### src/rtl/txd_pkg.sv
package txd_pkg;
    localparam int SZ_W       = 11;
    localparam int OWN_BIT    = 31;
    localparam int B1_LSB     = 0;
    localparam int B2_LSB     = 11;
    localparam int CHAIN_BIT  = 22;
    localparam int EOR_BIT    = 23;
    localparam int CSUM_LSB   = 24;
    localparam int CSUM_W     = 2;
    localparam int FIRST_BIT  = 26;
    localparam int LAST_BIT   = 27;
    localparam int IOC_BIT    = 28;
    localparam int DESC_BYTES = 16;

    typedef enum logic [2:0] {
        ST_STOPPED,
        ST_FETCH,
        ST_PICK,
        ST_READ,
        ST_DRAIN,
        ST_CLOSE,
        ST_SUSPEND
    } ctrl_st_e;

    localparam logic [2:0] PS_STOPPED = 3'b000;
    localparam logic [2:0] PS_FETCH   = 3'b001;
    localparam logic [2:0] PS_READ    = 3'b011;
    localparam logic [2:0] PS_SUSPEND = 3'b110;
    localparam logic [2:0] PS_CLOSE   = 3'b111;
endpackage

### src/rtl/txd_next_addr.sv
module txd_next_addr #(
    parameter int ADDR_W = 32
) (
    input  logic [ADDR_W-1:0] cur,
    input  logic [ADDR_W-1:0] base,
    input  logic [ADDR_W-1:0] link,
    input  logic              end_ring,
    input  logic              chained,
    output logic [ADDR_W-1:0] nxt
);
    import txd_pkg::*;

    always_comb begin
        if (end_ring)     nxt = base;
        else if (chained) nxt = link;
        else              nxt = cur + ADDR_W'(DESC_BYTES);
    end
endmodule

### src/rtl/txd_unpack.sv
module txd_unpack #(
    parameter int WORD_W = 32,
    parameter int BYTE_W = 8,
    parameter int CNT_W  = $clog2(WORD_W / BYTE_W + 1)
) (
    input  logic              clk,
    input  logic              rst_n,
    input  logic              flush,
    input  logic              ld,
    input  logic [WORD_W-1:0] ld_word,
    input  logic [CNT_W-1:0]  ld_cnt,
    input  logic              ld_sop,
    input  logic              ld_eop,
    output logic              empty,
    output logic [BYTE_W-1:0] tx_data,
    output logic              tx_valid,
    input  logic              tx_ready,
    output logic              tx_sop,
    output logic              tx_eop
);
    logic [WORD_W-1:0] word_q;
    logic [CNT_W-1:0]  cnt_q;
    logic              sop_q;
    logic              eop_q;

    always_ff @(posedge clk or negedge rst_n) begin
        if (!rst_n) begin
            word_q <= '0;
            cnt_q  <= '0;
            sop_q  <= 1'b0;
            eop_q  <= 1'b0;
        end else if (flush) begin
            cnt_q  <= '0;
            sop_q  <= 1'b0;
            eop_q  <= 1'b0;
        end else if (ld && cnt_q == '0) begin
            word_q <= ld_word;
            cnt_q  <= ld_cnt;
            sop_q  <= ld_sop;
            eop_q  <= ld_eop;
        end else if (cnt_q != '0 && tx_ready) begin
            word_q <= word_q >> BYTE_W;
            cnt_q  <= cnt_q - CNT_W'(1);
            sop_q  <= 1'b0;
        end
    end

    assign empty    = (cnt_q == '0);
    assign tx_valid = (cnt_q != '0);
    assign tx_data  = word_q[BYTE_W-1:0];
    assign tx_sop   = sop_q && tx_valid;
    assign tx_eop   = eop_q && (cnt_q == CNT_W'(1));

    // a stalled byte and its markers stay put
    a_r10_hold_under_stall: assert property (@(posedge clk) disable iff (!rst_n)
        tx_valid && !tx_ready && !flush |=>
            tx_valid && $stable(tx_data) && $stable(tx_sop) && $stable(tx_eop));
endmodule

### src/rtl/txd_ctrl.sv
module txd_ctrl #(
    parameter int ADDR_W = 32,
    parameter int WORD_W = 32,
    parameter int CNT_W  = $clog2(WORD_W / 8 + 1)
) (
    input  logic                    clk,
    input  logic                    rst_n,
    input  logic                    run_en,
    input  logic                    poll,
    input  logic [ADDR_W-1:0]       ring_base,
    output logic                    mem_req,
    output logic                    mem_we,
    output logic [ADDR_W-3:0]       mem_addr,
    output logic [WORD_W-1:0]       mem_wdata,
    input  logic [WORD_W-1:0]       mem_rdata,
    input  logic                    mem_ack,
    input  logic [ADDR_W-1:0]       next_addr,
    output logic [ADDR_W-1:0]       link_addr,
    output logic                    end_ring,
    output logic                    chained,
    input  logic                    unp_empty,
    output logic                    ld,
    output logic [WORD_W-1:0]       ld_word,
    output logic [CNT_W-1:0]        ld_cnt,
    output logic                    ld_sop,
    output logic                    ld_eop,
    output logic                    flush,
    output logic [1:0]              csum,
    output logic [ADDR_W-1:0]       cur_desc,
    output logic [ADDR_W-1:0]       cur_buf,
    output logic                    tx_done,
    output logic                    tx_unavail,
    output logic [2:0]              proc_state
);
    import txd_pkg::*;

    localparam int WORD_BYTES = WORD_W / 8;
    localparam int BSH        = $clog2(WORD_BYTES);
    localparam int WA_W       = ADDR_W - BSH;

    ctrl_st_e            st_q, st_d;
    logic                run_q;
    logic [1:0]          widx_q;
    logic [WORD_W-1:0]   w0_q;
    logic [IOC_BIT:0]    w1_q;
    logic [ADDR_W-1:0]   w2_q, w3_q;
    logic                bsel_q;
    logic [WA_W-1:0]     baddr_q;
    logic [SZ_W-1:0]     rem_q;
    logic                fin_q;
    logic                sop_pend_q;
    logic [CSUM_W-1:0]   csum_q;
    logic [ADDR_W-1:0]   cur_desc_q, cur_buf_q;
    logic                done_q, unav_q;

    logic                start_ev;
    logic [SZ_W-1:0]     pick_sz;
    logic [ADDR_W-1:0]   pick_addr;
    logic                pick_close;
    logic                pick_fin;

    assign start_ev   = run_en && (!run_q || poll);
    assign pick_sz    = bsel_q ? w1_q[B2_LSB +: SZ_W] : w1_q[B1_LSB +: SZ_W];
    assign pick_addr  = bsel_q ? w3_q : w2_q;
    assign pick_close = bsel_q && (w1_q[CHAIN_BIT] || pick_sz == '0);
    assign pick_fin   = w1_q[LAST_BIT] &&
                        (bsel_q || w1_q[CHAIN_BIT] || w1_q[B2_LSB +: SZ_W] == '0);
    assign ld_cnt     = (rem_q >= SZ_W'(WORD_BYTES)) ? CNT_W'(WORD_BYTES)
                                                     : rem_q[CNT_W-1:0];

    // next-state logic
    always_comb begin
        st_d = st_q;
        unique case (st_q)
            ST_STOPPED, ST_SUSPEND: if (start_ev) st_d = ST_FETCH;
            ST_FETCH: if (mem_ack) begin
                if (widx_q == 2'd0 && !mem_rdata[OWN_BIT]) st_d = ST_SUSPEND;
                else if (widx_q == 2'd3)                   st_d = ST_PICK;
            end
            ST_PICK: begin
                if (pick_close)         st_d = ST_CLOSE;
                else if (pick_sz != '0) st_d = ST_READ;
            end
            ST_READ: if (mem_ack) st_d = ST_DRAIN;
            ST_DRAIN: if (unp_empty) begin
                if (rem_q != '0)  st_d = ST_READ;
                else if (!bsel_q) st_d = ST_PICK;
                else              st_d = ST_CLOSE;
            end
            ST_CLOSE: if (mem_ack) st_d = ST_FETCH;
            default: st_d = ST_STOPPED;
        endcase
        if (!run_en) st_d = ST_STOPPED;
    end

    // state register
    always_ff @(posedge clk or negedge rst_n) begin
        if (!rst_n) st_q <= ST_STOPPED;
        else        st_q <= st_d;
    end

    // descriptor and buffer bookkeeping
    always_ff @(posedge clk or negedge rst_n) begin
        if (!rst_n) begin
            run_q      <= 1'b0;
            widx_q     <= '0;
            w0_q       <= '0;
            w1_q       <= '0;
            w2_q       <= '0;
            w3_q       <= '0;
            bsel_q     <= 1'b0;
            baddr_q    <= '0;
            rem_q      <= '0;
            fin_q      <= 1'b0;
            sop_pend_q <= 1'b0;
            csum_q     <= '0;
            cur_desc_q <= '0;
            cur_buf_q  <= '0;
            done_q     <= 1'b0;
            unav_q     <= 1'b0;
        end else begin
            run_q  <= run_en;
            done_q <= 1'b0;
            unav_q <= 1'b0;
            if (run_en) begin
                unique case (st_q)
                    ST_STOPPED, ST_SUSPEND: if (start_ev) begin
                        widx_q <= '0;
                        if (cur_desc_q == '0) cur_desc_q <= ring_base;
                    end
                    ST_FETCH: if (mem_ack) begin
                        unique case (widx_q)
                            2'd0: w0_q <= mem_rdata;
                            2'd1: w1_q <= mem_rdata[IOC_BIT:0];
                            2'd2: w2_q <= ADDR_W'(mem_rdata);
                            default: w3_q <= ADDR_W'(mem_rdata);
                        endcase
                        if (widx_q == 2'd0 && !mem_rdata[OWN_BIT]) unav_q <= 1'b1;
                        if (widx_q == 2'd3 && w1_q[FIRST_BIT]) begin
                            sop_pend_q <= 1'b1;
                            csum_q     <= w1_q[CSUM_LSB +: CSUM_W];
                        end
                        widx_q <= widx_q + 2'd1;
                        bsel_q <= 1'b0;
                    end
                    ST_PICK: if (!pick_close) begin
                        if (pick_sz == '0) begin
                            bsel_q <= 1'b1;
                        end else begin
                            baddr_q   <= pick_addr[ADDR_W-1:BSH];
                            cur_buf_q <= pick_addr;
                            rem_q     <= pick_sz;
                            fin_q     <= pick_fin;
                        end
                    end
                    ST_READ: if (mem_ack) begin
                        sop_pend_q <= 1'b0;
                        rem_q      <= rem_q - SZ_W'(ld_cnt);
                        baddr_q    <= baddr_q + WA_W'(1);
                    end
                    ST_DRAIN: if (unp_empty && rem_q == '0 && !bsel_q) bsel_q <= 1'b1;
                    ST_CLOSE: if (mem_ack) begin
                        cur_desc_q <= next_addr;
                        done_q     <= w1_q[IOC_BIT];
                        widx_q     <= '0;
                    end
                    default: ;
                endcase
            end
        end
    end

    // outputs
    always_comb begin
        mem_req    = 1'b0;
        mem_we     = 1'b0;
        mem_addr   = '0;
        mem_wdata  = '0;
        ld         = 1'b0;
        proc_state = PS_STOPPED;
        unique case (st_q)
            ST_STOPPED: proc_state = PS_STOPPED;
            ST_FETCH: begin
                proc_state = PS_FETCH;
                mem_req    = run_en;
                mem_addr   = cur_desc_q[ADDR_W-1:BSH] + WA_W'(widx_q);
            end
            ST_PICK, ST_DRAIN: proc_state = PS_READ;
            ST_READ: begin
                proc_state = PS_READ;
                mem_req    = run_en;
                mem_addr   = baddr_q;
                ld         = run_en && mem_ack;
            end
            ST_CLOSE: begin
                proc_state = PS_CLOSE;
                mem_req    = run_en;
                mem_we     = 1'b1;
                mem_addr   = cur_desc_q[ADDR_W-1:BSH];
                mem_wdata  = w0_q & ~(WORD_W'(1) << OWN_BIT);
            end
            ST_SUSPEND: proc_state = PS_SUSPEND;
            default: proc_state = PS_STOPPED;
        endcase
    end

    assign ld_word    = mem_rdata;
    assign ld_sop     = sop_pend_q;
    assign ld_eop     = fin_q && (rem_q <= SZ_W'(WORD_BYTES));
    assign flush      = !run_en;
    assign csum       = csum_q;
    assign cur_desc   = cur_desc_q;
    assign cur_buf    = cur_buf_q;
    assign tx_done    = done_q;
    assign tx_unavail = unav_q;
    assign link_addr  = w3_q;
    assign end_ring   = w1_q[EOR_BIT];
    assign chained    = w1_q[CHAIN_BIT];

    // the unavailable pulse coincides with the suspended state
    a_r3_unavail_suspends: assert property (@(posedge clk) disable iff (!rst_n)
        tx_unavail |-> proc_state == PS_SUSPEND);

    // dropping the control stops everything on the next cycle
    a_r11_stop_forces_idle: assert property (@(posedge clk) disable iff (!rst_n)
        !run_en |=> proc_state == PS_STOPPED && !mem_req);

    // completion only follows an accepted write-back
    a_r9_done_after_writeback: assert property (@(posedge clk) disable iff (!rst_n)
        tx_done |-> $past(mem_we && mem_ack));

    // an unanswered request keeps its address and direction
    a_r2_request_held: assert property (@(posedge clk) disable iff (!rst_n)
        mem_req && !mem_ack |=>
            !run_en || (mem_req && $stable(mem_addr) && $stable(mem_we)));
endmodule

### src/rtl/tx_desc_dma.sv
module tx_desc_dma #(
    parameter int ADDR_W = 32,
    parameter int WORD_W = 32
) (
    input  logic                                  clk,
    input  logic                                  rst_n,
    input  logic                                  run_en,
    input  logic                                  poll,
    input  logic [ADDR_W-1:0]                     ring_base,
    output logic                                  mem_req,
    output logic                                  mem_we,
    output logic [ADDR_W-$clog2(WORD_W/8)-1:0]    mem_addr,
    output logic [WORD_W-1:0]                     mem_wdata,
    input  logic [WORD_W-1:0]                     mem_rdata,
    input  logic                                  mem_ack,
    output logic [7:0]                            tx_data,
    output logic                                  tx_valid,
    input  logic                                  tx_ready,
    output logic                                  tx_sop,
    output logic                                  tx_eop,
    output logic [1:0]                            tx_csum,
    output logic [ADDR_W-1:0]                     cur_desc,
    output logic [ADDR_W-1:0]                     cur_buf,
    output logic                                  tx_done,
    output logic                                  tx_unavail,
    output logic [2:0]                            proc_state
);
    localparam int LANES = WORD_W / 8;
    localparam int CNT_W = $clog2(LANES + 1);

    logic [ADDR_W-1:0] next_addr, link_addr;
    logic              end_ring, chained;
    logic              unp_empty, ld, ld_sop, ld_eop, flush;
    logic [WORD_W-1:0] ld_word;
    logic [CNT_W-1:0]  ld_cnt;

    txd_ctrl #(.ADDR_W(ADDR_W), .WORD_W(WORD_W), .CNT_W(CNT_W)) u_ctrl (
        .clk(clk), .rst_n(rst_n), .run_en(run_en), .poll(poll),
        .ring_base(ring_base),
        .mem_req(mem_req), .mem_we(mem_we), .mem_addr(mem_addr),
        .mem_wdata(mem_wdata), .mem_rdata(mem_rdata), .mem_ack(mem_ack),
        .next_addr(next_addr), .link_addr(link_addr),
        .end_ring(end_ring), .chained(chained),
        .unp_empty(unp_empty), .ld(ld), .ld_word(ld_word), .ld_cnt(ld_cnt),
        .ld_sop(ld_sop), .ld_eop(ld_eop), .flush(flush),
        .csum(tx_csum), .cur_desc(cur_desc), .cur_buf(cur_buf),
        .tx_done(tx_done), .tx_unavail(tx_unavail), .proc_state(proc_state)
    );

    txd_next_addr #(.ADDR_W(ADDR_W)) u_next (
        .cur(cur_desc), .base(ring_base), .link(link_addr),
        .end_ring(end_ring), .chained(chained), .nxt(next_addr)
    );

    txd_unpack #(.WORD_W(WORD_W), .BYTE_W(8), .CNT_W(CNT_W)) u_unpack (
        .clk(clk), .rst_n(rst_n), .flush(flush),
        .ld(ld), .ld_word(ld_word), .ld_cnt(ld_cnt),
        .ld_sop(ld_sop), .ld_eop(ld_eop), .empty(unp_empty),
        .tx_data(tx_data), .tx_valid(tx_valid), .tx_ready(tx_ready),
        .tx_sop(tx_sop), .tx_eop(tx_eop)
    );
endmodule

### config.mk
export PLATFORM = sky130hd
export DESIGN_NAME = tx_desc_dma
export DESIGN_NICKNAME = d
export VERILOG_FILES = /design/src/rtl/txd_pkg.sv /design/src/rtl/txd_next_addr.sv /design/src/rtl/txd_unpack.sv /design/src/rtl/txd_ctrl.sv /design/src/rtl/tx_desc_dma.sv
export SDC_FILE = /design/constraint.sdc
export NUM_CORES = 1
export LEC_CHECK = 0
export BUFFER_PORTS_ARGS = -buffer_cell sky130_fd_sc_hd__buf_4
export CORE_MARGIN = 2
export CORE_UTILIZATION = 53
export DETAILED_ROUTE_END_ITERATION = 10
export GPL_TIMING_DRIVEN = 0
export PLACE_DENSITY = 0.82
export SYNTH_ARGS = -nofsm -noshare
export SYNTH_HDL_FRONTEND = slang
export SYNTH_SLANG_ARGS = --single-unit
### constraint.sdc
create_clock -name clk -period 5.95 [get_ports clk]
set_input_delay 0.2975 -clock clk [delete_from_list [all_inputs] [get_ports clk]]
set_output_delay 0.2975 -clock clk [all_outputs]
set_load 0.005 [all_outputs]
### Word level (Yosys, flattened, before mapping)

Index checks and enable logic that the tools add are counted.

* add/subtract/negate cells: 6
* magnitude comparators: 2
* eq/ne operators: 29
* multiplexer cells: 65
* bitwise operators: 3
* reduce and logical (&&, ||, !) cells: 53

Operators by type and width (count)
* two-way mux 32 bit: 8
* two-way mux 30 bit: 3
* case mux 30 bit (3 select lines): 1
* case mux 32 bit (2 select lines): 1
* case mux 30 bit (2 select lines): 1
* two-way mux 3 bit: 16
* two-way mux 11 bit: 4
* zero test 11 bit: 3
* adder 32 x 5 -> 32 bit (second input constant): 1
* zero test 32 bit: 1
* two-way mux 31 bit: 1
* adder 30 x 1 -> 30 bit (second input constant): 1
* adder 30 x 2 -> 30 bit: 1
* AND reduction 4 bit: 6
* case mux 11 bit (2 select lines): 1
* nonzero test 11 bit: 2
* two-way mux 1 bit: 21
* AND reduction 5 bit: 4
* case mux 3 bit (6 select lines): 1
* logical AND 1 bit: 13
* != test 2 x 1 -> 1 bit (second input constant): 6
* case mux 3 bit (4 select lines): 1
* greater-or-equal comparator 11 x 3 -> 1 bit (second input constant): 1
* less-or-equal comparator 11 x 3 -> 1 bit (second input constant): 1
* other kinds (29): 59

* register bits after elaboration: 279
* bits of input ports: 70
* logic and storage cells: 179

### Logic depth before layout (Yosys ltp)

* word-level depth: 7
* mapped depth: 10

### Cells and area by module

From an unflattened synthesis, not the netlist that was laid out.

* cells, all modules: 1600
* area total of the unflattened synthesis: 16372.0 µm²

By module, submodules not included
* txd_ctrl: times used 1, cells an instance 1275, area each 13344.0 µm², seq. area each 6055.8 µm²
* txd_unpack: times used 1, cells an instance 138, area each 1771.7 µm², seq. area each 925.9 µm²
* txd_next_addr: times used 1, cells an instance 187, area each 1256.2 µm², seq. area each 0.0 µm²

### Worst setup path after synthesis

OpenSTA, ideal clock, no wires.

* path type: flip-flop to output port
* start: reg u_ctrl.cur_desc_q[4] (netlist: u_ctrl.cur_desc[4])
* end: out mem_addr[14]
* arrival: 2129 ps
* data required time: 5653 ps
* setup slack: 3524 ps
* stages on the path, launching flop included: 7
* buffers on the path: 1
* cells stage by stage: dfrtp_1 -> ha_1 -> clkbuf_1 -> inv_1 -> or4_4 -> or3_1 -> a311oi_1

* longest elaborated chain between the ends: 2

RTL lines
* start: declaration: RTL line txd_ctrl.sv:53 `logic [ADDR_W-1:0] cur_desc_q, cur_buf_q;`
* start signal: assignment: RTL line txd_ctrl.sv:129 `if (cur_desc_q == '0) cur_desc_q <= ring_base;`
* start signal: assignment: RTL line txd_ctrl.sv:163 `cur_desc_q <= next_addr;`
* adder 30 x 2 -> 30 bit: RTL line txd_ctrl.sv:186 `mem_addr = cur_desc_q[ADDR_W-1:BSH] + WA_W'(widx_q);`
* case mux 30 bit (3 select lines): RTL line txd_ctrl.sv:181 `unique case (st_q)`
* end: declaration: RTL line tx_desc_dma.sv:12 `output logic [ADDR_W-$clog2(WORD_W/8)-1:0] mem_addr,`

No other way between the ends.

### Worst setup path after layout

* start: reg u_ctrl.st_q[1]
* end: out mem_addr[11]

* longest elaborated chain between the ends: 2

RTL lines
* start: declaration: RTL line txd_ctrl.sv:41 `ctrl_st_e st_q, st_d;`
* start signal: assignment: RTL line txd_ctrl.sv:99 `else st_q <= st_d;`
* equality test 3 bit (tied with other cells): RTL line txd_ctrl.sv:181
* case mux 30 bit (3 select lines) *: RTL line txd_ctrl.sv:181

Mark *: on every way between the ends. The rest lies on a longest branch, timed or not.

==> results_dict.tcl <==
set metrics [dict create \
    clockRootBuffer "clkbuf_16" \
    max_freq_mhz 254 \
    htree_levels 1 \
    overflow 0 \
    status "complete, no violations" \
    synth_top_family_by_area "multiplexers" \
    synth.area.mux_share_pct 16.3 \
    cp-start-kind "register" \
    drt-total-wl_mm 55.8 \
    port-buffer-count 214 \
    wl_per_cell_um 25.6 \
    peakVddDrop_mv 0.300 \
    first_pass_iters 6 \
    maxCapViolCount 0 \
    cp-end-kind "output pin" \
    cp_max_fo 10 \
    gp_congestion 1.05 \
    design_area_sq_um 18300 \
    grt_pass1_wl_mm 82.3 \
    chipWidth_um 172 \
    hold_viol 0 \
    yosys.area_share.simple_pct 14.0 \
    cpLargestDelayFamily "buffers and inverters" \
    ios 216 \
    synth-edff-count 0 \
    worst_path_max_delay_cell "clkbuf_1" \
    leakage_nw 8.56 \
    seqPwrFrac_pct 35.9 \
    core-area_sq_um 27900 \
    ys_ff_latch 279 \
    synth-compound-area-share_pct 15.6 \
    finalSetupTns_ns 0 \
    async_flop_share_pct 100 \
    grt_pass1_vias 13520 \
    n_antenna_cell 0 \
    relSlewSlack_pct 31.0 \
    p_sw_w 0.00382 \
    cp_num_buf_inv 4 \
    syn_to_final_growth_pct 22.0 \
    grt_max_degree 122 \
    drt_iter0_drc 1503 \
    whs_ns 0.00688 \
    finalCritPeriodShare_pct 66.1 \
    viasPerCell 6.33 \
    yosys_warnings 0 \
    arrival_ns 3.64 \
    vias 13771 \
    clockBufferDepth 3 \
    hp-class "in -> reg" \
    internal-power_w 0.00566 \
    worst_slew_pin_slew_ns 1.03 \
    cts_tree "built" \
    remaining_drc_errors 0 \
    yosys.area_share.adder_pct 1.45 \
    clock_power_share_pct 21.9 \
    crit_path_max_incr_delay_ns 0.66 \
    die_h_um 172 \
    syn_inst 1520 \
    clk_latency_ns 0.57 \
    clock_skew_ns 0.0148 \
    worstSetupPathType "reg -> out" \
    clkTransAtPathRegs_ns 0.06 \
    ant_nets 0 \
    detailed_place_hpwl_mm 41.3 \
    power_density_nw_per_um2 517 \
    cts_sinks 279 \
    rsz0062_at_grt "false" \
    floorplan.initialDensity_pct 53.9 \
    synthesis.area_sq_um 15000 \
    grt_antenna_before_repair 1 \
    rows 61 \
    synth_xor_area_share_pct 1.75 \
    die_area_sq_um 29700 \
    fin_crit_ns 3.94 \
    placed_area_sq_um 17200 \
    final_nets 1860 \
    cp.required_ns 5.65 \
    avgSynthCellArea_sq_um 9.89 \
    synth_flop_cell "dfrtp_1" \
    slew_violations 0 \
    track_usage_pct 37.4 \
    drive_gt1_share_pct 27.8 \
    swShare_pct 40.3 \
    numCtsBuffers 30 \
    synth_cell_types 73 \
    setup_viol 0 \
    p_comb_share_pct 42.3 \
    cp_cell_sequence "buf_4, nand2b_1, nor2_1, clkbuf_1, clkbuf_1, nand2_1, o311ai_0, buf_4" \
    synth-seq-area-share_pct 46.5 \
]
[metrics by stage]
step | power (W) | utilization, % | worst slack [ns] | std cells
6_report | 0.00948 | 65.8 | 2.01 | 2175
5_1_grt | 0.00992 | 65.8 | 1.99 | 2175
4_1_cts | 0.00935 | 65.8 | 2.18 | 2175
3_5_place_dp | 0.00726 | 61.6 | 2.78 | 2115
3_3_place_gp | 0.00713 | 61.4 | 2.19 | 2113
2_1_floorplan | 0.00548 | - | 3.52 | 1521
[timing repair]
action                                  CTS  global route
endpoints found under the hold margin    63             0
endpoints found under the setup margin    0             0
buffers inserted                          0             0
gates resized for setup                   0             0
hold buffers                              5             0
[kinds of logic after synthesis]
kind of cell / Yosys count
muxes: 223
AOI/OAI and AO/OA: 390
other: 2
buffers and inverters: 152
and+or+nand+nor: 427
DFF: 279
xor gates and xnor gates: 30
adders and majority gates: 17
[power groups by stage]
stage	Sequential (W)	Combinational, W	Clock (W)
3_5_place_dp	0.00338	0.00388	0
5_1_grt	0.00347	0.00429	0.00216
3_3_place_gp	0.00333	0.00380	0
2_1_floorplan	0.00313	0.00235	0
4_1_cts	0.00336	0.00391	0.00208
6_report	0.00340	0.00401	0.00207
[routing by layer]
layer	routed length [um]	up-vias	global-route usage, %
met2	24400	835	56.9
met1	22500	6810	50.6
met4	2930	0	18.5
met3	5910	161	8.38
li1	-	5965	-
met5	0	-	0
[Yosys cell counts (14+ instances only)]
| master | instances | area (sq um) |
|---|---|---|
| buf_4 | 15 | 113 |
| xnor2_1 | 19 | 166 |
| nor4_1 | 18 | 113 |
| nand3_1 | 33 | 165 |
| mux2i_1 | 55 | 551 |
| ha_1 | 15 | 188 |
| a21oi_1 | 121 | 606 |
| o21ai_0 | 134 | 671 |
| nand2_1 | 131 | 492 |
| nand4_1 | 20 | 125 |
| dfrtp_1 | 279 | 6980 |
| o22ai_1 | 18 | 113 |
| mux2_2 | 168 | 1890 |
| and2_1 | 37 | 231 |
| clkbuf_1 | 63 | 236 |
| nor2_1 | 98 | 368 |
| inv_1 | 28 | 105 |
| buf_2 | 36 | 180 |
| nor3_1 | 24 | 120 |
| and3_1 | 14 | 87.6 |
[worst paths after layout]
check | startpoint | to | slack (ns) | cells after the start
worst max-delay path | u_ctrl.st_q[1]$_DFFE_PN0P_ | mem_addr[11] | 2.01 | 8
worst min-delay path | mem_rdata[30] | u_ctrl.link_addr[30]$_DFFE_PN0P_ | 0.007 | 2
worst max register to register | u_ctrl.cur_desc[26]$_DFFE_PN0P_ | u_ctrl.cur_desc[26]$_DFFE_PN0P_ | 2.92 | 8
worst min register to register | u_unpack.word_q[14]$_DFFE_PN0P_ | u_unpack.word_q[14]$_DFFE_PN0P_ | 0.48 | 2
max in group asynchronous | rst_n | u_ctrl.w2_q[29]$_DFFE_PN0P_ | 4.24 | 4
min in group asynchronous | rst_n | u_ctrl.st_q[2]$_DFFE_PN0P_ | 0.26 | 2
[registers in the layout, indices dropped and copies added, names as in the netlist, 2 cells and up]
| name | count |
|---|---|
| u_ctrl.w2_q | 32 |
| u_ctrl.link_addr | 32 |
| u_ctrl.rem_q | 11 |
| u_ctrl.csum | 2 |
| u_ctrl.st_q | 3 |
| u_unpack.word_q | 32 |
| u_ctrl.widx_q | 2 |
| u_ctrl.w1_q | 29 |
| u_unpack.cnt_q | 3 |
| u_ctrl.cur_desc | 32 |
| u_ctrl.w0_q | 31 |
| u_ctrl.cur_buf | 32 |
| u_ctrl.baddr_q | 30 |
[final cells by class]
type                            instances  area (sq um)
Buffer                                123           563
Clock buffer                           44           915
Clock inverter                         11           193
Fill cell                            2202          9530
Inverter                               29           109
Multi-Input combinational cell       1090          7380
Sequential cell                       279          6980
Tap cell                              378           473
Timing Repair Buffer                  221          1720
[placed cells by master (no fill, tap or decap), types with 11 or more instances in the layout]
cell / Yosys / final
dfrtp_1: 279 / 279
buf_4: 15 / 228
mux2_2: 168 / 168
o21ai_0: 134 / 134
nand2_1: 131 / 131
a21oi_1: 121 / 121
nor2_1: 98 / 98
clkbuf_1: 63 / 67
mux2i_1: 55 / 55
and2_1: 37 / 37
buf_2: 36 / 36
nand3_1: 33 / 33
clkbuf_16: 0 / 31
inv_1: 28 / 28
nor3_1: 24 / 24
nand4_1: 20 / 20
xnor2_1: 19 / 19
nor4_1: 18 / 18
o22ai_1: 18 / 18
ha_1: 15 / 15
and3_1: 14 / 14
a31oi_1: 12 / 12
o22a_1: 12 / 12
nand2b_1: 11 / 11
xor2_1: 11 / 11
[worst reg2reg max path, stage by stage, from the launching register on]
cell and delay [ns]:
dfrtp_1 0.39, clkbuf_1 0.27, nor4_1 0.75, nand4_1 0.22, o31ai_1 0.28, o211ai_1 0.17, clkbuf_1 0.38, o21ai_0 0.28
o211ai_1 0.13
No activity file was read; power rests on OpenSTA's default activity.
